--- src/rtl/ntc_pkg.sv ---
package ntc_pkg;
  localparam int unsigned ADDR_W      = 3;
  localparam int unsigned DATA_W      = 32;
  localparam int unsigned TIME_W      = 2 * DATA_W;
  localparam int unsigned STEP_W      = 10;
  localparam int unsigned CTL_EN_BIT  = 2;
  localparam int unsigned CTL_BYP_BIT = 3;
  localparam int unsigned CTL_CLR_BIT = 5;
  localparam int unsigned CTL_STEP_LSB = 16;

  localparam logic [ADDR_W-1:0] A_CTRL   = 3'd0;
  localparam logic [ADDR_W-1:0] A_ADDEND = 3'd1;
  localparam logic [ADDR_W-1:0] A_ACCUM  = 3'd2;
  localparam logic [ADDR_W-1:0] A_TLO    = 3'd3;
  localparam logic [ADDR_W-1:0] A_THI    = 3'd4;

  typedef struct packed {
    logic [STEP_W-1:0] step;
    logic              bypass;
    logic              enable;
  } ctl_t;
endpackage

--- src/rtl/ntc_drift_acc.sv ---
module ntc_drift_acc
  import ntc_pkg::*;
#(
  parameter int unsigned W = DATA_W
) (
  input  logic         clk,
  input  logic         rst_n,
  input  logic         enable,
  input  logic         bypass,
  input  logic         clr,
  input  logic         ld,
  input  logic [W-1:0] ld_val,
  input  logic [W-1:0] addend,
  output logic [W-1:0] acc,
  output logic         step
);
  logic [W:0]   sum;
  logic [W-1:0] acc_nxt;
  logic         acc_ce;

  always_comb begin
    sum     = {1'b0, acc} + {1'b0, addend};
    step    = enable & (bypass | sum[W]);
    acc_ce  = clr | ld | (enable & ~bypass);
    acc_nxt = acc;
    if (clr)                    acc_nxt = '0;
    else if (ld)                acc_nxt = ld_val;
    else if (enable && !bypass) acc_nxt = sum[W-1:0];
  end

  always_ff @(posedge clk or negedge rst_n) begin
    if (!rst_n)      acc <= '0;
    else if (acc_ce) acc <= acc_nxt;
  end

  AST_BYPASS_ACC_HOLD: assert property (@(posedge clk) disable iff (!rst_n)
    (enable && bypass && !clr && !ld) |=> $stable(acc));
  AST_CARRY_MEANS_WRAP: assert property (@(posedge clk) disable iff (!rst_n)
    (enable && !bypass && !clr && !ld) |=> ((acc < $past(acc)) == $past(step)));
  AST_OFF_ACC_HOLD: assert property (@(posedge clk) disable iff (!rst_n)
    (!enable && !clr && !ld) |=> $stable(acc));
endmodule

--- src/rtl/ntc_time_reg.sv ---
module ntc_time_reg
  import ntc_pkg::*;
#(
  parameter int unsigned TW = TIME_W,
  parameter int unsigned SW = STEP_W
) (
  input  logic          clk,
  input  logic          rst_n,
  input  logic          clr,
  input  logic          load,
  input  logic [TW-1:0] load_val,
  input  logic          step,
  input  logic [SW-1:0] step_ns,
  output logic [TW-1:0] cnt
);
  logic [TW-1:0] cnt_nxt;
  logic          cnt_ce;

  always_comb begin
    cnt_ce  = clr | load | step;
    cnt_nxt = cnt;
    if (clr)       cnt_nxt = '0;
    else if (load) cnt_nxt = load_val;
    else if (step) cnt_nxt = cnt + TW'(step_ns);
  end

  always_ff @(posedge clk or negedge rst_n) begin
    if (!rst_n)      cnt <= '0;
    else if (cnt_ce) cnt <= cnt_nxt;
  end

  AST_IDLE_HOLD: assert property (@(posedge clk) disable iff (!rst_n)
    (!step && !load && !clr) |=> $stable(cnt));
  AST_STEP_SIZE: assert property (@(posedge clk) disable iff (!rst_n)
    (step && !load && !clr) |=> ((cnt - $past(cnt)) == TW'($past(step_ns))));
  AST_CLEAR_ZERO: assert property (@(posedge clk) disable iff (!rst_n)
    clr |=> (cnt == '0));
endmodule

--- src/rtl/ntc_regif.sv ---
module ntc_regif
  import ntc_pkg::*;
(
  input  logic              clk,
  input  logic              rst_n,
  input  logic              reg_wr,
  input  logic              reg_rd,
  input  logic [ADDR_W-1:0] reg_addr,
  input  logic [DATA_W-1:0] reg_wdata,
  output logic [DATA_W-1:0] reg_rdata,
  input  logic [DATA_W-1:0] acc_i,
  input  logic [TIME_W-1:0] cnt_i,
  output ctl_t              ctl_o,
  output logic [DATA_W-1:0] addend_o,
  output logic              clr_o,
  output logic              acc_ld_o,
  output logic              cnt_ld_o,
  output logic [TIME_W-1:0] cnt_ld_val_o
);
  logic [DATA_W-1:0] stage_lo, shadow_hi;
  logic wr_ctl, wr_add, wr_lo, wr_hi, rd_lo;
  ctl_t ctl_nxt;

  always_comb begin
    wr_ctl  = reg_wr && (reg_addr == A_CTRL);
    wr_add  = reg_wr && (reg_addr == A_ADDEND);
    wr_lo   = reg_wr && (reg_addr == A_TLO);
    wr_hi   = reg_wr && (reg_addr == A_THI);
    rd_lo   = reg_rd && (reg_addr == A_TLO);
    ctl_nxt.step   = reg_wdata[CTL_STEP_LSB +: STEP_W];
    ctl_nxt.bypass = reg_wdata[CTL_BYP_BIT];
    ctl_nxt.enable = reg_wdata[CTL_EN_BIT];
    clr_o        = wr_ctl && reg_wdata[CTL_CLR_BIT];
    acc_ld_o     = reg_wr && (reg_addr == A_ACCUM);
    cnt_ld_o     = wr_hi;
    cnt_ld_val_o = {reg_wdata, stage_lo};
  end

  logic unused_wbits;
  assign unused_wbits = ^{reg_wdata[DATA_W-1:CTL_STEP_LSB+STEP_W],
                          reg_wdata[CTL_STEP_LSB-1:CTL_CLR_BIT+1],
                          reg_wdata[CTL_CLR_BIT-1:CTL_BYP_BIT+1],
                          reg_wdata[CTL_EN_BIT-1:0]};

  always_ff @(posedge clk or negedge rst_n) begin
    if (!rst_n) begin
      ctl_o     <= '0;
      addend_o  <= '0;
      stage_lo  <= '0;
      shadow_hi <= '0;
    end else begin
      if (wr_ctl) ctl_o     <= ctl_nxt;
      if (wr_add) addend_o  <= reg_wdata;
      if (wr_lo)  stage_lo  <= reg_wdata;
      if (rd_lo)  shadow_hi <= cnt_i[TIME_W-1:DATA_W];
    end
  end

  always_comb begin
    reg_rdata = '0;
    if (reg_rd) begin
      case (reg_addr)
        A_CTRL: begin
          reg_rdata[CTL_STEP_LSB +: STEP_W] = ctl_o.step;
          reg_rdata[CTL_BYP_BIT]            = ctl_o.bypass;
          reg_rdata[CTL_EN_BIT]             = ctl_o.enable;
        end
        A_ADDEND: reg_rdata = addend_o;
        A_ACCUM:  reg_rdata = acc_i;
        A_TLO:    reg_rdata = cnt_i[DATA_W-1:0];
        A_THI:    reg_rdata = shadow_hi;
        default:  reg_rdata = '0;
      endcase
    end
  end

  AST_ONE_ACCESS: assert property (@(posedge clk) disable iff (!rst_n)
    !(reg_wr && reg_rd));
  AST_HI_READS_SHADOW: assert property (@(posedge clk) disable iff (!rst_n)
    (reg_rd && reg_addr == A_TLO) |=> (!reg_rd || reg_addr != A_THI ||
      reg_rdata == $past(cnt_i[TIME_W-1:DATA_W])));
endmodule

--- src/rtl/ns_time_core.sv ---
module ns_time_core
  import ntc_pkg::*;
(
  input  logic        clk,
  input  logic        rst_n,
  input  logic        reg_wr,
  input  logic        reg_rd,
  input  logic [2:0]  reg_addr,
  input  logic [31:0] reg_wdata,
  output logic [31:0] reg_rdata
);
  logic rst_meta, rst_sync_n;
  ctl_t ctl;
  logic [DATA_W-1:0] addend, acc;
  logic [TIME_W-1:0] cnt, cnt_ld_val;
  logic clr, acc_ld, cnt_ld, step;

  always_ff @(posedge clk or negedge rst_n) begin
    if (!rst_n) begin
      rst_meta   <= 1'b0;
      rst_sync_n <= 1'b0;
    end else begin
      rst_meta   <= 1'b1;
      rst_sync_n <= rst_meta;
    end
  end

  ntc_regif u_regif (
    .clk(clk), .rst_n(rst_sync_n),
    .reg_wr(reg_wr), .reg_rd(reg_rd), .reg_addr(reg_addr),
    .reg_wdata(reg_wdata), .reg_rdata(reg_rdata),
    .acc_i(acc), .cnt_i(cnt),
    .ctl_o(ctl), .addend_o(addend), .clr_o(clr),
    .acc_ld_o(acc_ld), .cnt_ld_o(cnt_ld), .cnt_ld_val_o(cnt_ld_val)
  );

  ntc_drift_acc #(.W(DATA_W)) u_acc (
    .clk(clk), .rst_n(rst_sync_n),
    .enable(ctl.enable), .bypass(ctl.bypass), .clr(clr),
    .ld(acc_ld), .ld_val(reg_wdata), .addend(addend),
    .acc(acc), .step(step)
  );

  ntc_time_reg #(.TW(TIME_W), .SW(STEP_W)) u_time (
    .clk(clk), .rst_n(rst_sync_n),
    .clr(clr), .load(cnt_ld), .load_val(cnt_ld_val),
    .step(step), .step_ns(ctl.step), .cnt(cnt)
  );

  AST_LO_WRITE_NO_LOAD: assert property (@(posedge clk) disable iff (!rst_sync_n)
    (reg_wr && reg_addr == A_TLO && !step) |=> $stable(cnt));
  AST_HI_WRITE_LOADS: assert property (@(posedge clk) disable iff (!rst_sync_n)
    (reg_wr && reg_addr == A_THI) |=> (cnt[TIME_W-1:DATA_W] == $past(reg_wdata)));
  AST_CLR_ACC_ZERO: assert property (@(posedge clk) disable iff (!rst_sync_n)
    (reg_wr && reg_addr == A_CTRL && reg_wdata[CTL_CLR_BIT]) |=> (acc == '0));
endmodule

--- config.mk ---
export PLATFORM = sky130hd
export DESIGN_NAME = ns_time_core
export DESIGN_NICKNAME = d
export VERILOG_FILES = /design/src/rtl/ntc_pkg.sv /design/src/rtl/ntc_drift_acc.sv /design/src/rtl/ntc_time_reg.sv /design/src/rtl/ntc_regif.sv /design/src/rtl/ns_time_core.sv
export SDC_FILE = /design/constraint.sdc
export NUM_CORES = 1
export LEC_CHECK = 0
export BUFFER_PORTS_ARGS = -buffer_cell sky130_fd_sc_hd__buf_2
export CAP_MARGIN = 15
export CORE_MARGIN = 5
export CORE_UTILIZATION = 46
export CTS_CLUSTER_DIAMETER = 80
export DETAILED_ROUTE_END_ITERATION = 6
export SYNTH_ARGS = -nofsm -noshare
export SYNTH_HDL_FRONTEND = slang
export SYNTH_HIERARCHICAL = 1
export SYNTH_SLANG_ARGS = --single-unit
--- constraint.sdc ---
create_clock -name clk -period 15.5 [get_ports clk]
set_input_delay 2.325 -clock clk [delete_from_list [all_inputs] [get_ports clk]]
set_output_delay 2.325 -clock clk [all_outputs]
set_load 0.01 [all_outputs]
### Word level (Yosys, flattened, before mapping)

Cells that the tools add are included.

* register bits after elaboration: 206
* input bits: 39

* $add $sub $neg: 2
* equal/unequal tests: 4
* muxes and demuxes: 12
* bitwise operators: 8
* reductions and logical operators: 14

Operators by type and width (count)
* $mux W64: 3
* $mux W32: 4
* $add A64 B10 Y64: 1
* $pmux W10 S5: 1
* $pmux W12 S4: 1
* $add A32 B32 Y33: 1
* $pmux W6 S4: 1
* $pmux W2 S5: 1
* $logic_and A1 B1 Y1: 8
* $pmux W2 S4: 1
* $eq A3 B2 Y1 const B: 2
* $reduce_bool A3 Y1: 2
* $or A1 B1 Y1: 5
* $reduce_and A2 Y1: 2
* $eq A3 B1 Y1 const B: 1
* $eq A3 B3 Y1 const B: 1
* $logic_not A3 Y1: 1
* $and A1 B1 Y1: 2
* $logic_not A1 Y1: 1
* $not A1 Y1: 1

### Depth between registers and ports, before layout

* word-level depth: 6
* mapped depth: 17

### Modules after synthesis

The synthesis kept the hierarchy.

By module, submodules not included
* ntc_regif: instances 1, cells an instance 447, area an instance 5818.1 um^2, seq. area each 2702.6 um^2
* ntc_time_reg: instances 1, cells an instance 536, area an instance 4538.1 um^2, seq. area each 1601.5 um^2
* ntc_drift_acc: instances 1, cells an instance 364, area an instance 2986.6 um^2, seq. area each 800.8 um^2
* ns_time_core: instances 1, cells an instance 3, area an instance 53.8 um^2, seq. area each 50.0 um^2

### Worst setup path after synthesis

No wires, ideal clock.

* kind: in2out
* start point: in reg_addr[2]
* end point: out reg_rdata[11]
* data arrival time: 3.384 ns
* setup slack: 9.791 ns
* stages: 5
* cells stage by stage: buf_4 -> and3b_1 -> clkbuf_1 -> a22oi_1 -> a21oi_1

* word-level cells in the longest chain between the ends: 3
* elaborated cells between the ends (all ways): 6
* classes of those cells: eq/ne: 4; mux: 2

RTL lines
* start, declared: RTL line ns_time_core.sv:8 `input logic [2:0] reg_addr,`
* $eq A3 B3 Y1, or another cell as far along: RTL line ntc_regif.sv:62 `case (reg_addr)`
* $pmux W12 S4 (*): RTL line ntc_regif.sv:62
* $mux W32 (*): RTL line ntc_regif.sv:61 `if (reg_rd) begin`
* end, declared: RTL line ns_time_core.sv:10 `output logic [31:0] reg_rdata`

Every way passes the cells marked *; elsewhere a longest branch is shown, timed or not.

### Final worst setup path

* start point: in reg_addr[1]
* end point: out reg_rdata[7]

Same word-level chain as after synthesis.

==> summary.txt <==
Outcome
  – Status: completed

Synth
  – Post-synthesis register bit count: between 200 and 250
  – Post-synthesis sequential area ratio: 38.48%
  – Synth top cells by count: dfrtp_1 (206), nor2_1 (95), a21oi_1 (90), nand2_1 (84), mux2_2 (61)
  – Synth top area share: about two fifths
  – Number of synthesized flops with an enable pin: 0
  – Synth Warn #: 6
  – Cell taking the most area after synthesis: dfrtp_1
  – Post-synthesis cell type count: 87
  – Synth top area cells: dfrtp_1 (38%), mux2_4 (6.7%), mux2_2 (5.1%)
  – Top_reg_cell synth: dfrtp_1
  – Syn Inst Count: between 1000 and 1500
  – Mean Syn Cell Area: roughly 9.9 um2
  – Cell area after synthesis: between 10000 and 15000 um2
  – Syn_nets: ~1400
  – Top-count cell post-synth: dfrtp_1
  – Async set-or-reset flop fraction in the synthesized netlist: between 90% and 100%

Layout
  – # fillers: ~2700
  – Layout cells sized above 1: a little over a fifth
  – Area growth from synthesis to layout: 8.872%
  – Nets: between 1000 and 1500

Floorplan
  – Core Rows: 62
  – Starting Density: about 47%
  – Die ar.: 32640 um2
  – Die W: ~180 um
  – # IOs: a little over 70
  – Core area: about 29000 um2
  – Die Ht: roughly 180 um

STA
  – Final critical-path share of the clock period: roughly 45%
  – Setup total negative slack: 0 ps
  – Final hold vios: 0
  – Slew @ Worst Pin: approximately 1200 ps
  – Final Critical Period: approximately 7000 ps
  – Fmax: approximately 140 MHz
  – Final setup viols: 0
  – Max Clock Skew: around 27 ps
  – RSZ-0062 raised after global routing: false
  – Rel. slew slack: 22.26%
  – Slew Limit Fails: 0

Critical path
  – R2r endpoint: u_time/cnt[58]
  – Critical-path cell list: buf_2 -> buf_4 -> and3b_1 -> a22oi_1 -> a21oi_1 -> buf_2
  – Kind of critical path: primary input to output pin
  – CP max FO: roughly 60
  – Cell mode on critical path: buf_2
  – Top Family by Delay on Critical Path: simple AND/OR/NAND/NOR gates
  – Worst Path Buf+Inv: 3
  – Crit path DAT: 4570 ps
  – Reg-to-reg setup timing slack: 10190 ps
  – Worst setup EP type: output pin
  – Worst Setup EP: reg_rdata[7]
  – Worst Path Required: 13180 ps
  – Crit-path max cell delay: 1040 ps
  – Slowest CP cell: and3b_1
  – Critical Path Source Type: primary input
  – Reg2Reg Depth: 15
  – CP Depth: 6
  – Worst r2r src: u_regif/addend_o[5]
  – Critical path startpoint: reg_addr[1]

Power
  – Internal power: between 0.0015 and 0.002 W
  – Reg power frac: between 30% and 40%
  – Final Total Pwr: approximately 0.0025 W
  – Sw frac: around two fifths
  – Pwr per Cell Area: around 170 nW/um2
  – Clock power share: around a quarter
  – Pleak: around 6 nW
  – NetSw: around 0.00099 W
  – Maximum VDD drop: about 100 uV
  – Combinational fraction of design power: roughly 39%

Route
  – WL final: 44040 um
  – Initial DRC count: about 1200
  – Total number of vias: 11080
  – Initial DRT Pass Iterations: 6
  – Antenna Violating Nets Remaining: 0
  – Average wire per standard cell: 25.15 um
  – Drt drc: 0
  – Drt via density: roughly 6.3

Clock tree
  – Num Clock Sinks: 206
  – CTS hold repair buffers: 0
  – H-tree depth: 1
  – Clock transition at path regs: about 60 ps
  – CTS root buf: clkbuf_16
  – PostCTS Resize Cnt: 0
  – Setup bufs post-CTS: 0
  – Later-pin clock latency in the skew report: between 500 and 600 ps
  – Number of buffers created by CTS: 25
  – Maximum clock insertion buffer count: 3
  – CTS tree: done

Placed design
  – GPL Wtd Cong: ~0.97
  – Hpwl dp: 31440 um
  – Port Buffers: 70

Global route
  – Initial antenna violation count: 2
  – Vias in the first global route: around 11000
  – Grt total ovfl: 0
  – Largest net degree at the start of global routing: just over 80
  – Gr usage total: between 20% and 30%
  – Global-route wire length before repair: between 60000 and 70000 um

Job
  – Max-Cap Viols: 0

Hold path
  – Hold Crit Class: register to register
per-layer routing:
layer | GRT usage [%] | share of wire (%) | up-vias
met5 | 0 | 0 | -
met3 | 6.136 | 9.4 | 78
met1 | 37.30 | 43 | 5520
met2 | 39.74 | 44 | 479
met4 | 6.806 | 3.0 | 0
li1 | - | - | 4999
worst min path at each step:
stage,start,endpoint,slack (ps),depth (start not counted)
after floorplan,rst_meta,rst_sync_n,330,0
after global placement,rst_meta,rst_sync_n,340,0
after detailed placement,rst_meta,rst_sync_n,350,0
after CTS,rst_meta,rst_sync_n,350,0
after global routing,rst_meta,rst_sync_n,350,0
final,rst_meta,rst_sync_n,350,0
registers in the layout, summed over array words and instances, names as in the netlist:
signal and count:
u_regif/stage_lo 32, u_regif/addend_o 32, u_time/cnt 64, u_regif/shadow_hi 32, u_acc/acc 32, u_regif/ctl_o 12
rst_meta 1, rst_sync_n 1
cells by family (layout without fill, tap and decap cells):
kind of cell	count (synthesis)	count (layout)	share of synthesized area (%)
and+or+nand+nor	413	413	17.16
AOI/OAI and AO/OA	357	357	18.26
DFF	206	206	38.48
buffers and inverters	142	158	5.557
muxes	134	134	12.83
xor gates and xnor gates	53	53	3.465
adders and majority gates	44	44	4.222
other	1	2	0.02799
area by class of cell:
type / count / area, um2 / area share, %
Antenna cell: 1 / 2.502 / 0.01716
Inverter: 25 / 93.84 / 0.6434
Timing Repair Buffer: 89 / 513.0 / 3.517
Tap cell: 384 / 480.5 / 3.294
Sequential cell: 206 / 5159 / 35.37
Clock inverter: 7 / 102.6 / 0.7034
Clock buffer: 37 / 730.7 / 5.010
Multi-Input combinational cell: 1002 / 7503 / 51.45
metrics by stage:
stage / instances / cell area [um2] / hold WS [ps] / setup WS [ps] / util, %
2_1_floorplan: 1350 / 13400 / 331.2 / 9334 / -
6_report: 1751 / 14590 / 345.8 / 8602 / 50.82
3_5_place_dp: 1705 / 13720 / 345.7 / 8652 / 47.81
5_1_grt: 1750 / 14580 / 351.6 / 8480 / 50.81
3_3_place_gp: 1705 / 13720 / 336.4 / 8688 / 47.81
4_1_cts: 1749 / 14560 / 351.5 / 8653 / 50.71
cells in the final DEF, fill, tap and decap left out, drive strengths merged, types with 38 or more instances in the layout:
master  synthesis  routed
nand3b         44      44
xnor2          38      38
a21oi          91      91
dfrtp         206     206
mux2          122     122
ha             42      42
nor2           95      95
nand2          86      86
o21ai          62      62
a22oi          52      52
buf            68      89
worst register-to-register path, delay by kind of cell, from the launching register on:
family | cells | cell delay, ps
AOI/OAI and AO/OA | 11 | 3010
adders and majority gates | 1 | 380
DFF | 1 | 410
buffers and inverters | 1 | 310
and+or+nand+nor | 2 | 1080
power groups by stage:
| stage | Clock (W) | Sequential [W] | Combinational (W) |
|---|---|---|---|
| finish | 0.000600 | 0.000912 | 0.000976 |
| global route | 0.000631 | 0.000931 | 0.00108 |
| CTS | 0.000610 | 0.000904 | 0.000969 |
| detailed placement | 0 | 0.000908 | 0.000963 |
| global placement | 0 | 0.000916 | 0.000949 |
| floorplan | 0 | 0.000812 | 0.000782 |
No activity file was read; power rests on OpenSTA's default activity.
